### src/rtl/abp_tx_pkg.sv
package abp_tx_pkg;

    localparam int TAG_W = 2;

    typedef enum logic [1:0] {
        FR_EMPTY   = 2'b00,
        FR_SEQ0    = 2'b01,
        FR_SEQ1    = 2'b10,
        FR_CORRUPT = 2'b11
    } frame_tag_e;

    typedef enum logic [1:0] {
        AK_EMPTY   = 2'b00,
        AK_SEQ0    = 2'b01,
        AK_SEQ1    = 2'b10,
        AK_CORRUPT = 2'b11
    } ack_tag_e;

    typedef enum logic [1:0] {
        TX_GET  = 2'b00,
        TX_SEND = 2'b01,
        TX_WAIT = 2'b10
    } tx_state_e;

    typedef enum logic [1:0] {
        AV_NONE  = 2'b00,
        AV_MATCH = 2'b01,
        AV_RETRY = 2'b10
    } ack_verdict_e;

    function automatic frame_tag_e frame_tag_for(input logic seq);
        return seq ? FR_SEQ1 : FR_SEQ0;
    endfunction

    function automatic ack_verdict_e judge_ack(input logic seq, input ack_tag_e t);
        ack_verdict_e v;
        case (t)
            AK_EMPTY: v = AV_NONE;
            AK_SEQ0:  v = seq ? AV_RETRY : AV_MATCH;
            AK_SEQ1:  v = seq ? AV_MATCH : AV_RETRY;
            default:  v = AV_RETRY;
        endcase
        return v;
    endfunction

endpackage

### src/rtl/abp_tx_seq_fsm.sv
module abp_tx_seq_fsm
    import abp_tx_pkg::*;
(
    input  logic      clk,
    input  logic      rst,
    input  logic      slot_empty,
    input  ack_tag_e  ack_tag,
    output tx_state_e state,
    output logic      seq_bit,
    output logic      write_en,
    output logic      accept,
    output logic      consume
);

    tx_state_e    state_nxt;
    ack_verdict_e verdict;

    always_comb begin
        verdict   = judge_ack(seq_bit, ack_tag);
        state_nxt = state;
        write_en  = 1'b0;
        accept    = 1'b0;
        case (state)
            TX_GET:  state_nxt = TX_SEND;
            TX_SEND: begin
                if (slot_empty) begin
                    write_en  = 1'b1;
                    state_nxt = TX_WAIT;
                end
            end
            TX_WAIT: begin
                case (verdict)
                    AV_MATCH: begin
                        accept    = 1'b1;
                        state_nxt = TX_GET;
                    end
                    AV_RETRY: state_nxt = TX_SEND;
                    default:  state_nxt = TX_WAIT;
                endcase
            end
            default: state_nxt = TX_GET;
        endcase
    end

    assign consume = (state == TX_WAIT);

    always_ff @(posedge clk) begin
        if (rst) begin
            state   <= TX_GET;
            seq_bit <= 1'b0;
        end else begin
            state <= state_nxt;
            if (accept) begin
                seq_bit <= ~seq_bit;
            end
        end
    end

endmodule

### src/rtl/abp_tx_frame_slot.sv
module abp_tx_frame_slot
    import abp_tx_pkg::*;
#(
    parameter int WORD_W = 8
) (
    input  logic              clk,
    input  logic              rst,
    input  logic              wr_en,
    input  frame_tag_e        wr_tag,
    input  logic [WORD_W-1:0] wr_data,
    input  logic              take,
    output frame_tag_e        tag_q,
    output logic [WORD_W-1:0] data_q,
    output logic              empty
);

    assign empty = (tag_q == FR_EMPTY);

    always_ff @(posedge clk) begin
        if (rst) begin
            tag_q  <= FR_EMPTY;
            data_q <= '0;
        end else if (wr_en && empty) begin
            tag_q  <= wr_tag;
            data_q <= wr_data;
        end else if (take && !empty) begin
            tag_q <= FR_EMPTY;
        end
    end

endmodule

### src/rtl/abp_tx_ack_slot.sv
module abp_tx_ack_slot
    import abp_tx_pkg::*;
(
    input  logic     clk,
    input  logic     rst,
    input  logic     consume,
    input  logic     put,
    input  ack_tag_e put_tag,
    output ack_tag_e tag_q
);

    logic occupied;
    assign occupied = (tag_q != AK_EMPTY);

    always_ff @(posedge clk) begin
        if (rst) begin
            tag_q <= AK_EMPTY;
        end else if (consume && occupied) begin
            tag_q <= AK_EMPTY;
        end else if (put && !occupied) begin
            tag_q <= put_tag;
        end
    end

endmodule

### src/rtl/abp_tx_word_reg.sv
module abp_tx_word_reg #(
    parameter int                WORD_W  = 8,
    parameter logic [WORD_W-1:0] PRELOAD = '0
) (
    input  logic              clk,
    input  logic              rst,
    input  logic              load,
    input  logic              valid,
    input  logic [WORD_W-1:0] word_in,
    output logic [WORD_W-1:0] word_q
);

    always_ff @(posedge clk) begin
        if (rst) begin
            word_q <= PRELOAD;
        end else if (load && valid) begin
            word_q <= word_in;
        end
    end

endmodule

### src/rtl/abp_tx_ctrl.sv
module abp_tx_ctrl
    import abp_tx_pkg::*;
#(
    parameter int                WORD_W  = 8,
    parameter logic [WORD_W-1:0] PRELOAD = '0
) (
    input  logic              clk,
    input  logic              rst,
    input  logic              usr_valid,
    input  logic [WORD_W-1:0] usr_word,
    output logic              usr_ready,
    output logic [TAG_W-1:0]  tx_tag,
    output logic [WORD_W-1:0] tx_data,
    input  logic              tx_take,
    input  logic              ack_put,
    input  logic [TAG_W-1:0]  ack_in,
    output logic [TAG_W-1:0]  ack_slot_tag
);

    tx_state_e         fsm_state;
    logic              seq_bit;
    logic              write_en;
    logic              accept;
    logic              consume;
    logic              slot_empty;
    frame_tag_e        slot_tag;
    ack_tag_e          ack_tag;
    logic [WORD_W-1:0] held_word;

    abp_tx_seq_fsm u_fsm (
        .clk        (clk),
        .rst        (rst),
        .slot_empty (slot_empty),
        .ack_tag    (ack_tag),
        .state      (fsm_state),
        .seq_bit    (seq_bit),
        .write_en   (write_en),
        .accept     (accept),
        .consume    (consume)
    );

    abp_tx_frame_slot #(.WORD_W(WORD_W)) u_frame (
        .clk     (clk),
        .rst     (rst),
        .wr_en   (write_en),
        .wr_tag  (frame_tag_for(seq_bit)),
        .wr_data (held_word),
        .take    (tx_take),
        .tag_q   (slot_tag),
        .data_q  (tx_data),
        .empty   (slot_empty)
    );

    abp_tx_ack_slot u_ack (
        .clk     (clk),
        .rst     (rst),
        .consume (consume),
        .put     (ack_put),
        .put_tag (ack_tag_e'(ack_in)),
        .tag_q   (ack_tag)
    );

    abp_tx_word_reg #(.WORD_W(WORD_W), .PRELOAD(PRELOAD)) u_word (
        .clk     (clk),
        .rst     (rst),
        .load    (accept),
        .valid   (usr_valid),
        .word_in (usr_word),
        .word_q  (held_word)
    );

    assign usr_ready    = accept;
    assign tx_tag       = slot_tag;
    assign ack_slot_tag = ack_tag;

endmodule

### config.mk
export PLATFORM = sky130hd
export DESIGN_NAME = abp_tx_ctrl
export DESIGN_NICKNAME = d
export VERILOG_FILES = /design/src/rtl/abp_tx_pkg.sv /design/src/rtl/abp_tx_seq_fsm.sv /design/src/rtl/abp_tx_frame_slot.sv /design/src/rtl/abp_tx_ack_slot.sv /design/src/rtl/abp_tx_word_reg.sv /design/src/rtl/abp_tx_ctrl.sv
export SDC_FILE = /design/constraint.sdc
export NUM_CORES = 1
export LEC_CHECK = 0
export BUFFER_PORTS_ARGS = -buffer_cell sky130_fd_sc_hd__buf_2
export CORE_UTILIZATION = 47
export CTS_BUF_LIST = sky130_fd_sc_hd__clkbuf_4
export DETAILED_ROUTE_END_ITERATION = 7
export GPL_TIMING_DRIVEN = 1
export PLACE_DENSITY = 0.76
export SYNTH_ARGS = -nofsm -noshare
export SYNTH_HDL_FRONTEND = slang
export SYNTH_SLANG_ARGS = --single-unit
### constraint.sdc
create_clock -name clk -period 1.1 [get_ports clk]
set_input_delay 0.055 -clock clk [delete_from_list [all_inputs] [get_ports clk]]
set_output_delay 0.055 -clock clk [all_outputs]
set_load 0.01 [all_outputs]
# Word level (Yosys, flattened, before mapping)
# Cells that the tools add are included.
[totals]
reg_bits = 23
elab_cells = 39
[op_classes]
mux = 12
n_bitwise = 1
n_eq_ne = 7
n_reduce_logical = 13
[op_table]
columns = ["operator", "count"]
rows = [
  ["case mux 2 bit (3 select lines)", 2],
  ["two-way mux 2 bit", 5],
  ["== test 2 x 1 -> 1 bit (second input constant)", 3],
  ["== test 2 bit (second input constant)", 3],
  ["zero test 2 bit", 3],
  ["logical AND 1 bit", 5],
  ["two-way mux 1 bit", 4],
  ["case mux 2 bit (2 select lines)", 1],
  ["nonzero test 2 bit", 2],
  ["zero test 1 bit", 2],
  ["inequality test 2 x 1 -> 1 bit (second input constant)", 1],
  ["OR reduction 2 bit", 1],
  ["inverter 1 bit", 1],
]

# Longest topological paths before layout
[logic_depth]
word_depth = 6
depth_mapped = 4
depth_no_buf = 3

# Hierarchy
# A second synthesis with hierarchy kept.
[unflattened]
hier_cells = 110
area_unflattened_um2 = 1072.3
[modules_own_cells]
columns = ["mod", "cells_per_inst", "area_each_um2", "n_inst"]
rows = [
  ["abp_tx_frame_slot", 44, 457.9, 1],
  ["abp_tx_word_reg", 37, 366.6, 1],
  ["abp_tx_seq_fsm", 20, 158.9, 1],
  ["abp_tx_ack_slot", 8, 85.1, 1],
  ["abp_tx_ctrl", 1, 3.8, 1],
]

# Worst setup path before layout
# Ideal clock, no wire load.
[synth_path]
kind = "register to register"
start = "register u_frame.tag_q[0]"
end = "register u_frame.tag_q[0]"
setup_slack_ns = -0.198
n_path_buf = 1
setup_time_ns = 0.062
arrival_ns = 1.236
period_less_slack_ns = 1.298
t_required_ns = 1.038
path_stages_with_launch = 5
path_cell_list = "dfxtp_1 or4b_1 buf_6 a2bb2oi_2 nor2_2"
[synth_via]
elab_chain_cells = 5
elab_cells_between_ends = 8
cone_classes = "mux: 3; reduce/logical: 5"
[synth_lines]
columns = ["item", "line", "rtl"]
rows = [
  ["start, declared", "abp_tx_frame_slot.sv:12", "output frame_tag_e tag_q,"],
  ["start signal, assigned", "abp_tx_frame_slot.sv:24", "tag_q <= wr_tag;"],
  ["zero test 2 bit (*)", "abp_tx_frame_slot.sv:17", "assign empty = (tag_q == FR_EMPTY);"],
  ["two-way mux 1 bit", "abp_tx_seq_fsm.sv:26", "if (slot_empty) begin"],
  ["two-way mux 1 bit", "abp_tx_seq_fsm.sv:23", "case (state)"],
  ["logical AND 1 bit", "abp_tx_frame_slot.sv:23", "end else if (wr_en && empty) begin"],
  ["two-way mux 2 bit or nonzero test 2 bit (tied branches)", "--", ""],
]
# Every way passes the cells marked *; elsewhere a longest branch is shown, timed or not.
# A chain may end at the register's enable or synchronous reset.

# Worst setup path after layout
[layout_path]
start = "register u_fsm.state[0]"
end = "register u_frame.tag_q[0]"
[layout_via]
elab_chain_cells = 4
elab_cells_between_ends = 5
cone_classes = "eq/ne: 1; mux: 2; reduce/logical: 2"
[layout_lines]
columns = ["item", "line", "rtl"]
rows = [
  ["start, declared", "abp_tx_seq_fsm.sv:8", "output tx_state_e state,"],
  ["start signal, assigned", "abp_tx_seq_fsm.sv:52", "state <= state_nxt;"],
  ["== test 2 x 1 -> 1 bit (*)", "abp_tx_seq_fsm.sv:23", ""],
  ["two-way mux 1 bit (*)", "abp_tx_seq_fsm.sv:23", ""],
  ["logical AND 1 bit (*)", "abp_tx_frame_slot.sv:23", ""],
  ["two-way mux 2 bit or nonzero test 2 bit (tied branches)", "--", ""],
]
# Marks and branches as above.

==> key figures <==
Placement
  • Dpl hpwl: 1420 um
  • Cell Area, Placed: around 1200 um^2
  • Routability-driven placement congestion ratio: between 0.7 and 0.8
  • # port buffers: 27

CTS
  • CTS Buf Count: 3
  • Root Buffer: clkbuf_4
  • Clock sink total: 23
  • CTS tree: built
  • CTS clk-pin slew, worst paths: ~0.12 ns
  • Clock latency on the worst-skew pair: ~0.30 ns
  • Clock buffer depth: 2
  • H-tree depth: 1

GRT
  • Initial antenna violation count: 0
  • Largest net degree at the start of global routing: 32
  • Grt total ovfl: 0
  • First-pass GRT wire length: 3120 um
  • Global router's overall resource usage: 0.197
  • Number of global-route vias before repair: between 700 and 800

Final layout
  • Final instance area: approximately 1500 um^2
  • Area added between synthesis and finish: 50.6%
  • Fill count: approximately 130
  • NumNets Final: between 150 and 200
  • Most frequent cells in the layout: buf_2 (26), dfxtp_1 (17), nand2b_1 (16)
  • Most common cell after layout, fill and taps aside: buf_2
  • Ratio of cells with drive above 1 in the final layout: 0.545
  • ANT cells: 0

STA
  • Max-Slew Margin vs Limit: 0.650
  • Tmin final: around 1.3 ns
  • Setup ws final: -0.228 ns
  • Least-Margin Pin Slew: 0.526 ns
  • Tcrit/Tclk final: 1.21
  • Hold Violations, Final: 0
  • Max Slew Vio Count: 0
  • Skew final: approximately 0.0016 ns
  • Final setup vio count: 22
  • RSZ-0062 raised after global routing: true
  • Setup TNS: -3.62 ns
  • Fmax: approximately 750 MHz

Synthesis
  • Syn Inst Count: approximately 110
  • Syn avg cell area: 9.38 um^2
  • Mapped Area: between 900 and 1000 um^2
  • Register area share after synthesis: 0.463
  • Yosys reg bits: 23
  • Synth warn: 0
  • Count of cell types in the netlist: 24
  • Syn Nets: around 120

Floorplan
  • Num ports: 28
  • Die area: between 2000 and 2500 um^2
  • Width of the die: around 48 um
  • Starting Density: 0.502
  • Core area: ~2000 um^2
  • Die H: between 40 and 50 um
  • # rows: 16

Drt
  • Pre-antenna DRT Iters: 4
  • Vias: about 880
  • Vias/cell: between 4 and 5
  • Final wirelength: about 2200 um
  • Antenna viol nets, final: 0
  • DRT iter0 DRCs: 10
  • # DRC: 0
  • Wire length per cell: about 12 um

Power and ir drop
  • Pwr dens: roughly 1200 nW/um^2
  • VDD IR max: 0.835 mV
  • Tot Pwr: approximately 0.0019 W
  • Leakage power: approximately 0.63 nW

Critical path
  • Reg2Reg Depth: 5
  • CP Capture Type: flop
  • Crit path DAT: roughly 1.6 ns
  • Startpoint class of the critical path: flop
  • Crit Path Max Fanout: 5
  • Worst EP required: 1.34 ns
  • Critical path class: flop to flop

Status
  • Failing checks: setup timing
  • Outcome: complete, but fails checks

Min path
  • Worst min path class: input port to flop
  • WHS Path Cells: 3

Job
  • Max Cap Viol: 0
-- synth_stat cells --
master	instances	area share
a21oi_1	11	0.055
a22oi_1	1	0.0075
a2bb2oi_2	1	0.015
a32oi_1	1	0.0088
and3b_1	2	0.018
and4bb_2	1	0.013
buf_2	1	0.0050
buf_6	3	0.034
clkbuf_1	1	0.0038
dfxtp_1	23	0.46
inv_1	2	0.0075
mux2i_1	9	0.091
nand2_1	16	0.060
nand2b_1	17	0.11
nor2_1	7	0.026
nor2_2	1	0.0063
nor3b_1	2	0.015
nor4b_2	1	0.015
o2111a_1	1	0.011
o21ai_0	1	0.0050
o21bai_1	1	0.0075
o22a_1	1	0.0088
or3_1	1	0.0063
or4b_1	1	0.010
-- area by class of cell --
type	count	area, um^2	area share
flip-flops and latches	23	473	0.316
multi-input cells	76	594	0.397
clock buffers	4	30.0	0.0201
repair buffers	49	359	0.240
well taps	27	33.8	0.0226
inverters	2	7.51	0.00501
-- layer usage --
metal	track usage	routed length, um	vias up
li1	-	-	456
met3	0.0415	53	2
met4	0.0944	23	0
met1	0.243	1010	404
met5	0	0	-
met2	0.324	1140	13
-- timing repair --
item	in CTS	in global routing
setup endpoints to repair	21	23
gates cloned	1	0
hold endpoints to repair	2	2
hold buffers	2	2
pin swaps	2	12
gates resized for setup	16	25
buffers inserted	3	1
-- metrics by stage --
stage | hold slack (ns) | setup WS, ns | utilization | cells
6_report | 0.00922 | -0.228 | 0.756 | 181
4_1_cts | 0.00262 | -0.208 | 0.698 | 178
3_5_place_dp | 0.327 | -0.173 | 0.628 | 168
5_1_grt | 0.0201 | -0.292 | 0.756 | 181
3_3_place_gp | 0.316 | -0.140 | 0.628 | 168
2_1_floorplan | 0.210 | -0.151 | - | 106
-- state kept, by name, summed over array words and instances, names as in the netlist --
signal,count
u_ack.tag_q,2
u_frame.data_q,8
u_frame.tag_q,2
u_fsm.seq_bit,1
u_fsm.state,2
u_word.word_q,8
-- report_power, final --
part           switching (W)  total, W  internal, W
clock               0.000231  0.000397     0.000166
combinational       0.000249  0.000557     0.000308
sequential         0.0000336  0.000909     0.000876
-- cells by family after synthesis --
| group | Yosys count | synth area share |
|---|---|---|
| AND/OR/NAND/NOR | 49 | 0.277 |
| flip-flops | 23 | 0.463 |
| AO/OA/AOI/OAI | 18 | 0.119 |
| buffers and inverters | 7 | 0.0503 |
| multiplexers | 9 | 0.0906 |
-- worst max-delay path, stage by stage (launching register included) --
cell	delay, ns
dfxtp_2	0.35
buf_6	0.09
or4b_4	0.47
buf_6	0.16
a2bb2oi_2	0.13
nor2_2	0.07
-- final timing paths --
kind                                 startpoint                             end  slack [ns]
setup reg to reg    u_fsm.state[0]$_SDFFE_PP0P_   u_frame.tag_q[0]$_SDFFE_PP0P_       -0.23
hold reg to reg   u_word.word_q[4]$_SDFFE_PP0P_  u_frame.data_q[4]$_SDFFE_PP0P_        0.46
setup / recovery    u_fsm.state[0]$_SDFFE_PP0P_   u_frame.tag_q[0]$_SDFFE_PP0P_       -0.23
hold / removal                      usr_word[7]   u_word.word_q[7]$_SDFFE_PP0P_       0.009
Note: power is estimated with default switching activity, not from simulation.
